==> src/rtl/cls_pkg.sv <==
package cls_pkg;
  localparam int HIT_W  = 7;
  localparam int BYTE_W = 8;
  localparam int ACT_W  = 5;
  localparam logic [HIT_W-1:0] NO_HIT = '1;
  localparam logic [ACT_W-1:0] ACT_ACCEPT = 5'h11;
  localparam int LT_HI_IDX = 12;

  typedef enum logic [1:0] {
    MC_MORE = 2'd0,
    MC_DONE = 2'd1,
    MC_DROP = 2'd2,
    MC_RSVD = 2'd3
  } mctl_e;

  typedef enum logic [1:0] {
    SEL_ADDR  = 2'd0,
    SEL_MATCH = 2'd1,
    SEL_CTL   = 2'd2,
    SEL_NONE  = 2'd3
  } sel_e;

  typedef struct packed {
    logic [HIT_W-1:0]  pval;
    logic [HIT_W-1:0]  pmask;
    logic [BYTE_W-1:0] data;
    logic [BYTE_W-1:0] dmask;
    logic [ACT_W-1:0]  act;
    logic              irq;
    mctl_e             mc;
  } rule_t;

  function automatic rule_t reset_rule(input logic promisc);
    rule_t r;
    r = '0;
    if (promisc) begin
      r.pmask = '1;
      r.act   = ACT_ACCEPT;
      r.mc    = MC_DONE;
    end
    return r;
  endfunction
endpackage

==> src/rtl/cls_rule_table.sv <==
module cls_rule_table
  import cls_pkg::*;
#(
  parameter int NUM_RULES = 16
) (
  input  logic                        clk_i,
  input  logic                        rst_ni,
  input  logic [1:0]                  reg_sel_i,
  input  logic                        reg_we_i,
  input  logic [31:0]                 reg_wdata_i,
  output logic [31:0]                 reg_rdata_o,
  output rule_t [NUM_RULES-1:0]       rules_o
);
  logic [HIT_W-1:0] addr_q;
  rule_t            cur;

  always_ff @(posedge clk_i or negedge rst_ni) begin
    if (!rst_ni) addr_q <= '0;
    else if (reg_we_i && reg_sel_i == SEL_ADDR) addr_q <= reg_wdata_i[HIT_W-1:0];
  end

  for (genvar g = 0; g < NUM_RULES; g++) begin : g_rule
    localparam logic [HIT_W-1:0] NUM = HIT_W'(g + 1);
    localparam logic PROMISC = (g == NUM_RULES - 1);
    logic hit_addr;
    assign hit_addr = (addr_q == NUM);

    always_ff @(posedge clk_i or negedge rst_ni) begin
      if (!rst_ni) begin
        rules_o[g] <= reset_rule(PROMISC);
      end else if (reg_we_i && hit_addr) begin
        if (reg_sel_i == SEL_MATCH) begin
          rules_o[g].pval  <= reg_wdata_i[HIT_W-1:0];
          rules_o[g].pmask <= reg_wdata_i[8 +: HIT_W];
          rules_o[g].data  <= reg_wdata_i[16 +: BYTE_W];
          rules_o[g].dmask <= reg_wdata_i[24 +: BYTE_W];
        end else if (reg_sel_i == SEL_CTL) begin
          rules_o[g].act <= reg_wdata_i[ACT_W-1:0];
          rules_o[g].irq <= reg_wdata_i[5];
          rules_o[g].mc  <= mctl_e'(reg_wdata_i[7:6]);
        end
      end
    end
  end

  // out-of-range address selects nothing and reads zero
  always_comb begin
    cur = '0;
    for (int i = 0; i < NUM_RULES; i++)
      if (addr_q == HIT_W'(i + 1)) cur = rules_o[i];
  end

  always_comb begin
    unique case (sel_e'(reg_sel_i))
      SEL_ADDR:  reg_rdata_o = {{(32-HIT_W){1'b0}}, addr_q};
      SEL_MATCH: reg_rdata_o = {cur.dmask, cur.data, 1'b0, cur.pmask, 1'b0, cur.pval};
      SEL_CTL:   reg_rdata_o = {24'b0, cur.mc, cur.irq, cur.act};
      default:   reg_rdata_o = '0;
    endcase
  end
endmodule

==> src/rtl/cls_match_array.sv <==
module cls_match_array
  import cls_pkg::*;
#(
  parameter int NUM_RULES = 16
) (
  input  rule_t [NUM_RULES-1:0] rules_i,
  input  logic [BYTE_W-1:0]     byte_i,
  input  logic [HIT_W-1:0]      last_hit_i,
  input  logic                  armed_i,
  output logic                  hit_o,
  output logic [HIT_W-1:0]      win_num_o,
  output rule_t                 win_rule_o
);
  logic [NUM_RULES-1:0] match;

  for (genvar g = 0; g < NUM_RULES; g++) begin : g_cmp
    logic en, d_ok, p_ok;
    assign en   = |rules_i[g].pmask;
    assign d_ok = ~|((byte_i ^ rules_i[g].data) & rules_i[g].dmask);
    assign p_ok = ~|((last_hit_i ^ rules_i[g].pval) & rules_i[g].pmask);
    assign match[g] = armed_i && en && d_ok && p_ok;
  end

  // descending scan: lowest-numbered match is written last
  always_comb begin
    win_num_o  = NO_HIT;
    win_rule_o = '0;
    for (int i = NUM_RULES - 1; i >= 0; i--) begin
      if (match[i]) begin
        win_num_o  = HIT_W'(i + 1);
        win_rule_o = rules_i[i];
      end
    end
  end

  assign hit_o = |match;
endmodule

==> src/rtl/cls_lentype.sv <==
module cls_lentype
  import cls_pkg::*;
#(
  parameter int IDX_W = 4
) (
  input  logic              clk_i,
  input  logic              rst_ni,
  input  logic              valid_i,
  input  logic              sof_i,
  input  logic [BYTE_W-1:0] byte_i,
  output logic              lt_valid_o,
  output logic              lt_type_o
);
  localparam logic [IDX_W-1:0] IDX_HI  = IDX_W'(LT_HI_IDX);
  localparam logic [IDX_W-1:0] IDX_LO  = IDX_W'(LT_HI_IDX + 1);
  localparam logic [IDX_W-1:0] IDX_SAT = '1;
  localparam logic [15:0]      TYPE_MIN = 16'h0600;

  logic [IDX_W-1:0]  idx_q, idx;
  logic [BYTE_W-1:0] hi_q;

  assign idx = sof_i ? '0 : idx_q;

  always_ff @(posedge clk_i or negedge rst_ni) begin
    if (!rst_ni) begin
      idx_q      <= IDX_SAT;
      hi_q       <= '0;
      lt_valid_o <= 1'b0;
      lt_type_o  <= 1'b0;
    end else begin
      lt_valid_o <= valid_i && (idx == IDX_LO);
      if (valid_i) begin
        if (idx != IDX_SAT) idx_q <= idx + 1'b1;
        else                idx_q <= idx;
        if (idx == IDX_HI) hi_q <= byte_i;
        if (idx == IDX_LO) lt_type_o <= ({hi_q, byte_i} >= TYPE_MIN);
      end
    end
  end
endmodule

==> src/rtl/cam_frame_classifier.sv <==
module cam_frame_classifier
  import cls_pkg::*;
#(
  parameter int NUM_RULES = 16
) (
  input  logic        clk_i,
  input  logic        rst_ni,
  input  logic        byte_valid_i,
  input  logic        byte_sof_i,
  input  logic [7:0]  byte_data_i,
  input  logic [1:0]  reg_sel_i,
  input  logic        reg_we_i,
  input  logic [31:0] reg_wdata_i,
  output logic [31:0] reg_rdata_o,
  output logic        res_valid_o,
  output logic        res_hit_o,
  output logic [6:0]  res_rule_o,
  output logic [4:0]  res_action_o,
  output logic        res_irq_o,
  output logic        res_done_o,
  output logic        res_drop_o,
  output logic        lt_valid_o,
  output logic        lt_type_o
);
  rule_t [NUM_RULES-1:0] rules;
  logic [HIT_W-1:0]      hit_q, last_hit, win_num;
  logic                  armed_q, armed, hit;
  rule_t                 win;
  logic                  keep_going;

  cls_rule_table #(.NUM_RULES(NUM_RULES)) i_table (
    .clk_i       (clk_i),
    .rst_ni      (rst_ni),
    .reg_sel_i   (reg_sel_i),
    .reg_we_i    (reg_we_i),
    .reg_wdata_i (reg_wdata_i),
    .reg_rdata_o (reg_rdata_o),
    .rules_o     (rules)
  );

  assign last_hit = byte_sof_i ? '0 : hit_q;
  assign armed    = byte_sof_i | armed_q;

  cls_match_array #(.NUM_RULES(NUM_RULES)) i_match (
    .rules_i    (rules),
    .byte_i     (byte_data_i),
    .last_hit_i (last_hit),
    .armed_i    (armed),
    .hit_o      (hit),
    .win_num_o  (win_num),
    .win_rule_o (win)
  );

  assign keep_going = hit && (win.mc == MC_MORE || win.mc == MC_RSVD);

  always_ff @(posedge clk_i or negedge rst_ni) begin
    if (!rst_ni) begin
      hit_q        <= NO_HIT;
      armed_q      <= 1'b0;
      res_valid_o  <= 1'b0;
      res_hit_o    <= 1'b0;
      res_rule_o   <= NO_HIT;
      res_action_o <= '0;
      res_irq_o    <= 1'b0;
      res_done_o   <= 1'b0;
      res_drop_o   <= 1'b0;
    end else begin
      res_valid_o <= byte_valid_i;
      res_hit_o   <= byte_valid_i && hit;
      res_done_o  <= byte_valid_i && hit && win.mc == MC_DONE;
      res_drop_o  <= byte_valid_i && hit && win.mc == MC_DROP;
      if (byte_valid_i) begin
        hit_q        <= win_num;
        armed_q      <= keep_going;
        res_rule_o   <= win_num;
        res_action_o <= win.act;
        res_irq_o    <= win.irq;
      end
    end
  end

  cls_lentype i_lentype (
    .clk_i      (clk_i),
    .rst_ni     (rst_ni),
    .valid_i    (byte_valid_i),
    .sof_i      (byte_sof_i),
    .byte_i     (byte_data_i),
    .lt_valid_o (lt_valid_o),
    .lt_type_o  (lt_type_o)
  );
endmodule

==> config.mk <==
export PLATFORM = sky130hd
export DESIGN_NAME = cam_frame_classifier
export DESIGN_NICKNAME = d
export VERILOG_FILES = /design/src/rtl/cls_pkg.sv /design/src/rtl/cls_rule_table.sv /design/src/rtl/cls_match_array.sv /design/src/rtl/cls_lentype.sv /design/src/rtl/cam_frame_classifier.sv
export SDC_FILE = /design/constraint.sdc
export NUM_CORES = 1
export LEC_CHECK = 0
export BUFFER_PORTS_ARGS = -buffer_cell sky130_fd_sc_hd__buf_2
export CORE_ASPECT_RATIO = 0.6
export CORE_MARGIN = 2
export CORE_UTILIZATION = 40
export DETAILED_ROUTE_END_ITERATION = 8
export PLACE_DENSITY_LB_ADDON = 0.3
export SETUP_SLACK_MARGIN = 0.4
export SLEW_MARGIN = 0
export SYNTH_ARGS = -nofsm -noshare
export SYNTH_HDL_FRONTEND = slang
export SYNTH_SLANG_ARGS = --single-unit
==> constraint.sdc <==
create_clock -name clk_i -period 4.32 [get_ports clk_i]
set_input_delay 0.648 -clock clk_i [delete_from_list [all_inputs] [get_ports clk_i]]
set_output_delay 0.648 -clock clk_i [all_outputs]
set_load 0.02 [all_outputs]
Word-level counts from Yosys, hierarchy flattened
Cells that the tools add are included.
{"block": "totals", "mem_count": 0, "mem_bits_ro": 0, "latch_bits": 0, "ramBits": 0, "output_inout_bits": 51, "elab_cells": 457, "input_bits": 47, "reg_bits": 647}
{"block": "classes", "div": 0, "reduce_logical": 188, "addsub": 1, "eq_ne": 24, "n_lt_le_gt_ge": 1, "mul": 0, "n_shift": 0, "n_bitwise": 66, "mux": 52}
{"op": "38-bit 2-to-1 mux", "n": 16}
{"op": "7-bit OR reduction", "n": 32}
{"op": "8-bit AND", "n": 16}
{"op": "8-bit 2-to-1 mux", "n": 16}
{"op": "8-bit OR reduction", "n": 16}
{"op": "8-bit XOR", "n": 16}
{"op": "7-bit 2-to-1 mux", "n": 17}
{"op": "7-bit AND", "n": 16}
{"op": "7-bit XOR", "n": 16}
{"op": "32-bit case mux with 3 select lines", "n": 1}
{"op": "1-bit logical AND", "n": 70}
{"op": "7-bit by 4-bit equality test with 1-bit output (second input constant)", "n": 8}
{"op": "3-bit AND reduction", "n": 16}
{"op": "2-bit AND reduction", "n": 18}
{"op": "1-bit logical NOT", "n": 32}
{"op": "7-bit by 3-bit equality test with 1-bit output (second input constant)", "n": 4}
{"op": "16-bit by 11-bit >= comparator with 1-bit output (second input constant)", "n": 1}
{"op": "16-bit OR reduction", "n": 1}
{"op": "7-bit by 2-bit equality test with 1-bit output (second input constant)", "n": 2}
{"op": "4-bit equality test (second input constant)", "n": 2}
{"op": "4-bit 2-to-1 mux", "n": 2}
{"op": "7-bit by 1-bit equality test with 1-bit output (second input constant)", "n": 1}
{"op": "7-bit by 5-bit equality test with 1-bit output (second input constant)", "n": 1}
{"op": "2-bit equality test (second input constant)", "n": 3}
{"op": "other kinds (7)", "n": 9}

Logic depth before layout (Yosys ltp)
{"block": "logic_depth", "ltp_word": 25, "mapped_depth": 17}

Cells and area by module
Synthesis repeated with hierarchy kept, for this count alone.
{"block": "hier_totals", "hier_cells": 3961, "hier_area_um2": 40657.7}
{"mod": "cls_rule_table", "seq_area_each_um2": 15402.3, "area_per_inst_um2": 28980.3, "n_inst": 1, "cells_each": 2239}
{"mod": "cls_match_array", "seq_area_each_um2": 0.0, "area_per_inst_um2": 10277.4, "n_inst": 1, "cells_each": 1622}
{"mod": "cam_frame_classifier", "seq_area_each_um2": 459.2, "area_per_inst_um2": 774.5, "n_inst": 1, "cells_each": 51}
{"mod": "cls_lentype", "seq_area_each_um2": 330.3, "area_per_inst_um2": 625.6, "n_inst": 1, "cells_each": 49}

Worst setup path after synthesis
Ideal clock, no wire load.
{"block": "synth_path", "path_type": "input to register", "startpoint": "input byte_sof_i", "endpoint": "register armed_q", "path_buffers": 3, "slack_ps": 673, "cell_stages": 14, "arrival_ps": 3526, "cell_sequence": "buf_6 nand2b_1 buf_6 xnor2_1 a221o_1 or4_1 or2_1 clkbuf_2 a2bb2oi_1 a211oi_1 o211ai_1 a31o_2 ha_1 a22o_1"}
{"block": "synth_between", "elab_chain_len": 25, "elab_cells_between_ends": 135}
{"element": "from (decl)", "line_no": "cam_frame_classifier.sv:9", "text": "input logic byte_sof_i,"}
{"element": "7-bit 2-to-1 mux", "line_no": "cam_frame_classifier.sv:41", "text": "assign last_hit = byte_sof_i ? '0 : hit_q;"}
{"element": "7-bit XOR", "line_no": "cls_match_array.sv:20", "text": "assign p_ok = ~|((last_hit_i ^ rules_i[g].pval) & rules_i[g].pmask);"}
{"element": "7-bit AND", "line_no": "cls_match_array.sv:20"}
{"element": "7-bit OR reduction", "line_no": "cls_match_array.sv:20"}
{"element": "1-bit logical NOT", "line_no": "cls_match_array.sv:20"}
{"element": "1-bit logical AND", "line_no": "cls_match_array.sv:21", "text": "assign match[g] = armed_i && en && d_ok && p_ok;"}
{"element": "8-bit 2-to-1 mux (16 in a row)", "line_no": "cls_match_array.sv:29", "text": "if (match[i]) begin"}
{"element": "2-bit equality test / 2-bit logical NOT (equally long branches)", "line_no": "cam_frame_classifier.sv:54", "text": "assign keep_going = hit && (win.mc == MC_MORE || win.mc == MC_RSVD);"}
{"element": "1-bit logical OR", "line_no": "cam_frame_classifier.sv:54"}
{"element": "1-bit logical AND *", "line_no": "cam_frame_classifier.sv:54"}
{"element": "to (signal assigned)", "line_no": "cam_frame_classifier.sv:74", "text": "armed_q <= keep_going;"}
{"element": "to (decl)", "line_no": "cam_frame_classifier.sv:27", "text": "logic armed_q, armed, hit;"}
Every way passes the cells marked *; elsewhere a longest branch is shown, timed or not.
A chain may end at the register's enable or synchronous reset.

Final worst setup path
{"block": "layout_path", "startpoint": "register i_table.addr_q[1]", "endpoint": "output reg_rdata_o[0]"}
{"block": "layout_between", "elab_chain_len": 18, "elab_cells_between_ends": 33}
{"element": "from (decl)", "line_no": "cls_rule_table.sv:14", "text": "logic [HIT_W-1:0] addr_q;"}
{"element": "from (signal assigned)", "line_no": "cls_rule_table.sv:19", "text": "else if (reg_we_i && reg_sel_i == SEL_ADDR) addr_q <= reg_wdata_i[HIT_W-1:0];"}
{"element": "7-bit by 1-bit equality test with 1-bit output", "line_no": "cls_rule_table.sv:50", "text": "if (addr_q == HIT_W'(i + 1)) cur = rules_o[i];"}
{"element": "38-bit 2-to-1 mux (15 in a row)", "line_no": "cls_rule_table.sv:50"}
{"element": "38-bit 2-to-1 mux *", "line_no": "cls_rule_table.sv:50"}
{"element": "32-bit case mux with 3 select lines *", "line_no": "cls_rule_table.sv:54", "text": "unique case (sel_e'(reg_sel_i))"}
{"element": "to (decl)", "line_no": "cam_frame_classifier.sv:14", "text": "output logic [31:0] reg_rdata_o,"}
Marked as above.

==> flow_summary.yaml <==
floorplanning:
  initial_core_util_pct: 40.2
  die_h_um: 231
  coreArea_um2: 85300
  dieArea_um2: 88200
  num_rows: 83
  die_x_um: 382
  num_io_pins: 98
critical_path:
  path_buf_inv: 3
  cp.arrival_ps: 3450
  timing.rr.start: "hit_q[4]$_DFFE_PN1P_"
  r2r_end: "armed_q$_DFFE_PN0P_"
  reg2reg_depth: 14
  critPathMaxStageDelay_ps: 530
  startpoint: "i_table.addr_q[1]$_DFFE_PN0P_"
  end_kind: "output port"
  cp.required_ps: 3670
  r2r_slack_ps: 520
  worstPathMaxFanout: 5
  worstPathCellList: "clkbuf_16, buf_16, mux2i_1, nor2_1, a21oi_1, o22ai_1, nand2_2, nand4_1, o221ai_2, nand3_2, a31o_4, buf_6"
  crit_slowest_cell: "dfrtp_4"
  cp_top_family: "compound AO/OA/AOI/OAI gates"
  start_kind: "register"
  path_class: "register to output port"
power:
  p_leak_nw: 19.2
  p_per_area_nw_per_um2: 462
  p_total_mw: 19.4
  ir_drop_mv: 0.398
timing:
  final_max_slew_viol_count: 0
  final_hold_viol_count: 0
  rsz0062_at_grt: "true"
  max_slew.worst_pin.slew_ps: 1130
  finClkSkew_ps: 32.5
  setup_tns_ps: 0
  fmax_mhz: 244
  setup_viol: 0
  post-route-period-util_pct: 94.8
  period_minus_slack_ps: 4100
  relSlewSlack_pct: 24.5
  hold-worst-slack_ps: 434
route:
  drtAntennaViolNets: 0
  routed_wl_um: 144000
  vias: 28637
  drcViolationCount: 0
  avgRoutedWirePerCell_um: 32.5
  drt-initial-drc-count: 3856
  first_pass_iters: 7
  vias_per_cell: 6.46
clock_tree:
  path_clk_slew_ps: 70
  clock_path_buffers: 3
  root_buffer: "clkbuf_16"
  htree_levels: 2
  cts_tree: "yes"
  cts.sinks: 645
  clk_latency_ps: 670
  cts_buffers: 61
logic_synthesis:
  synth_edf_count: 0
  yosys_register_bits: 645
  synth.most_common_cell: "mux2_2"
  syn_inst: 3026
  async_flop_share_pct: 100
  synth_top_area_share_pct: 45.6
  netlist_top_cells_area: "dfrtp_1, mux2_2, xor2_1"
  yosysSeqAreaShare_pct: 47.1
  synth_warnings: 0
  syn_avg_cell_area_um2: 11.3
  yosysTopAreaCell: "dfrtp_1"
  syn_nets: 3078
  synth_ff_type: "dfrtp_1"
  syn-cell-area_um2: 34300
  yosysUniqueCellTypes: 78
  synth_top_cells_by_count: "mux2_2, dfrtp_1, nand2_1"
layout:
  fin_nets: 3288
  synthToLayoutAreaGrowth_pct: 22.6
  nFillCells: 7597
  drive_gt1_share_pct: 42.8
  stdcell_area_um2: 42100
placement:
  place_area_um2: 37000
  gp_congestion: 0.978
  io_buffers: 95
  place_hpwl_um: 102000
min_path:
  holdPathEnd: "res_valid_o$_DFF_PN0_"
  whs_path_depth: 1
  worst_hold_path_type: "input port to register"
  hp-start: "byte_valid_i"
global_routing:
  antenna_found_initial: 4
  grt_pass1_vias: 27087
  grt_usage_pct: 31.7
  grt_pass1_wl_um: 203000
  grt.overflow.total: 0
  grt_max_degree: 105
status:
  outcome: "finished clean"
flow_run:
  maxCapViolations: 0
cells by family after synthesis:
kind of cell / after synthesis / synth area share (%)
muxes: 690 / 22.7
AOI/OAI and AO/OA: 648 / 13.5
DFF: 645 / 47.1
and+or+nand+nor: 564 / 7.95
buffers and inverters: 263 / 3.17
xor gates and xnor gates: 210 / 5.36
adders and majority gates: 5 / 0.182
other: 1 / 0.0109
flip-flops by register name (all words and copies together), names as in the netlist, 4 cells and up:
signal / flops
hit_q: 6
i_lentype.hi_q: 7
i_lentype.idx_q: 4
i_table.addr_q: 7
i_table.rules_o: 608
res_action_o: 5
routing by layer:
layer | part of all wire, % | vias to the layer above | track usage, %
met5 | 0 | - | 0
met4 | 1.6 | 0 | 5.28
met2 | 38 | 1859 | 39.7
met3 | 15 | 162 | 14.4
met1 | 45 | 14901 | 49.1
li1 | - | 11715 | -
metrics by stage:
stage | setup slack, ps | std cells | util (%)
after detailed placement | 127 | 4217 | 43.4
final | 223 | 4435 | 49.3
after global placement | 181 | 4217 | 43.4
after CTS | 286 | 4398 | 48.0
after floorplan | 673 | 3026 | -
after global routing | 203 | 4431 | 49.3
worst max path at each step:
| stage | slack (ps) | depth (start not counted) | to |
|---|---|---|---|
| 6_report | 220 | 12 | reg_rdata_o[0] |
| 3_5_place_dp | 130 | 14 | armed_q$_DFFE_PN0P_ |
| 3_3_place_gp | 180 | 14 | armed_q$_DFFE_PN0P_ |
| 5_1_grt | 200 | 13 | reg_rdata_o[10] |
| 2_1_floorplan | 670 | 14 | armed_q$_DFFE_PN0P_ |
| 4_1_cts | 290 | 12 | reg_rdata_o[14] |
worst reg2reg max path, cell delays in order, from the launching register on:
cell and delay (ps):
dfstp_2 530, nor2b_2 300, buf_4 270, xor2_1 90, a22o_1 270, or3_1 430, nor2_4 210, nor3_1 170
a211oi_1 220, buf_4 180, o211ai_1 100, buf_4 180, a31o_2 240, ha_1 290, a22o_1 200
cells in the final DEF (no fill, tap or decap), types with 17 or more instances in the layout:
master,n
xor2_1,146
buf_12,33
a221oi_2,18
nor2_1,118
a22oi_1,92
dfstp_2,19
a21oi_2,48
buf_4,222
nor4_1,20
dfrtp_1,622
a221oi_1,44
nand3b_1,23
buf_2,72
mux2_2,634
inv_1,22
buf_6,30
o211ai_1,17
a22o_1,33
nor2_2,22
nand3_1,36
a222oi_1,26
a31oi_1,20
a21oi_1,52
o22ai_1,36
xnor2_1,64
nand2_1,163
mux2i_1,47
o21ai_0,55
clkbuf_16,67
nand4_1,18
cell type report:
type                       instances  area [um^2]  share of cell area (%)
multi-input combinational       2121        18700                    44.5
inverter                          25         97.6                   0.232
sequential                       645        16200                    38.5
clock inverter                    20          220                   0.524
timing repair buffer             382         3590                    8.53
tap                             1147         1440                    3.41
antenna                            4         10.0                  0.0238
clock buffer                      91         1820                    4.33
power by group:
part	total (mW)	internal, mW	leakage [nW]	switching (mW)
clock network	5.67	3.14	1.01	2.53
logic	6.20	2.49	9.40	3.71
registers	7.55	6.72	8.76	0.823
timing repair:
action,4_1_cts,5_1_grt
resized for setup,254,161
pin swaps,67,75
hold buffers,1,0
endpoints found under the setup margin,33,38
endpoints found under the hold margin,42,0
buffers inserted,59,28
gates cloned,10,5
Power figures use the tool's default switching activity.
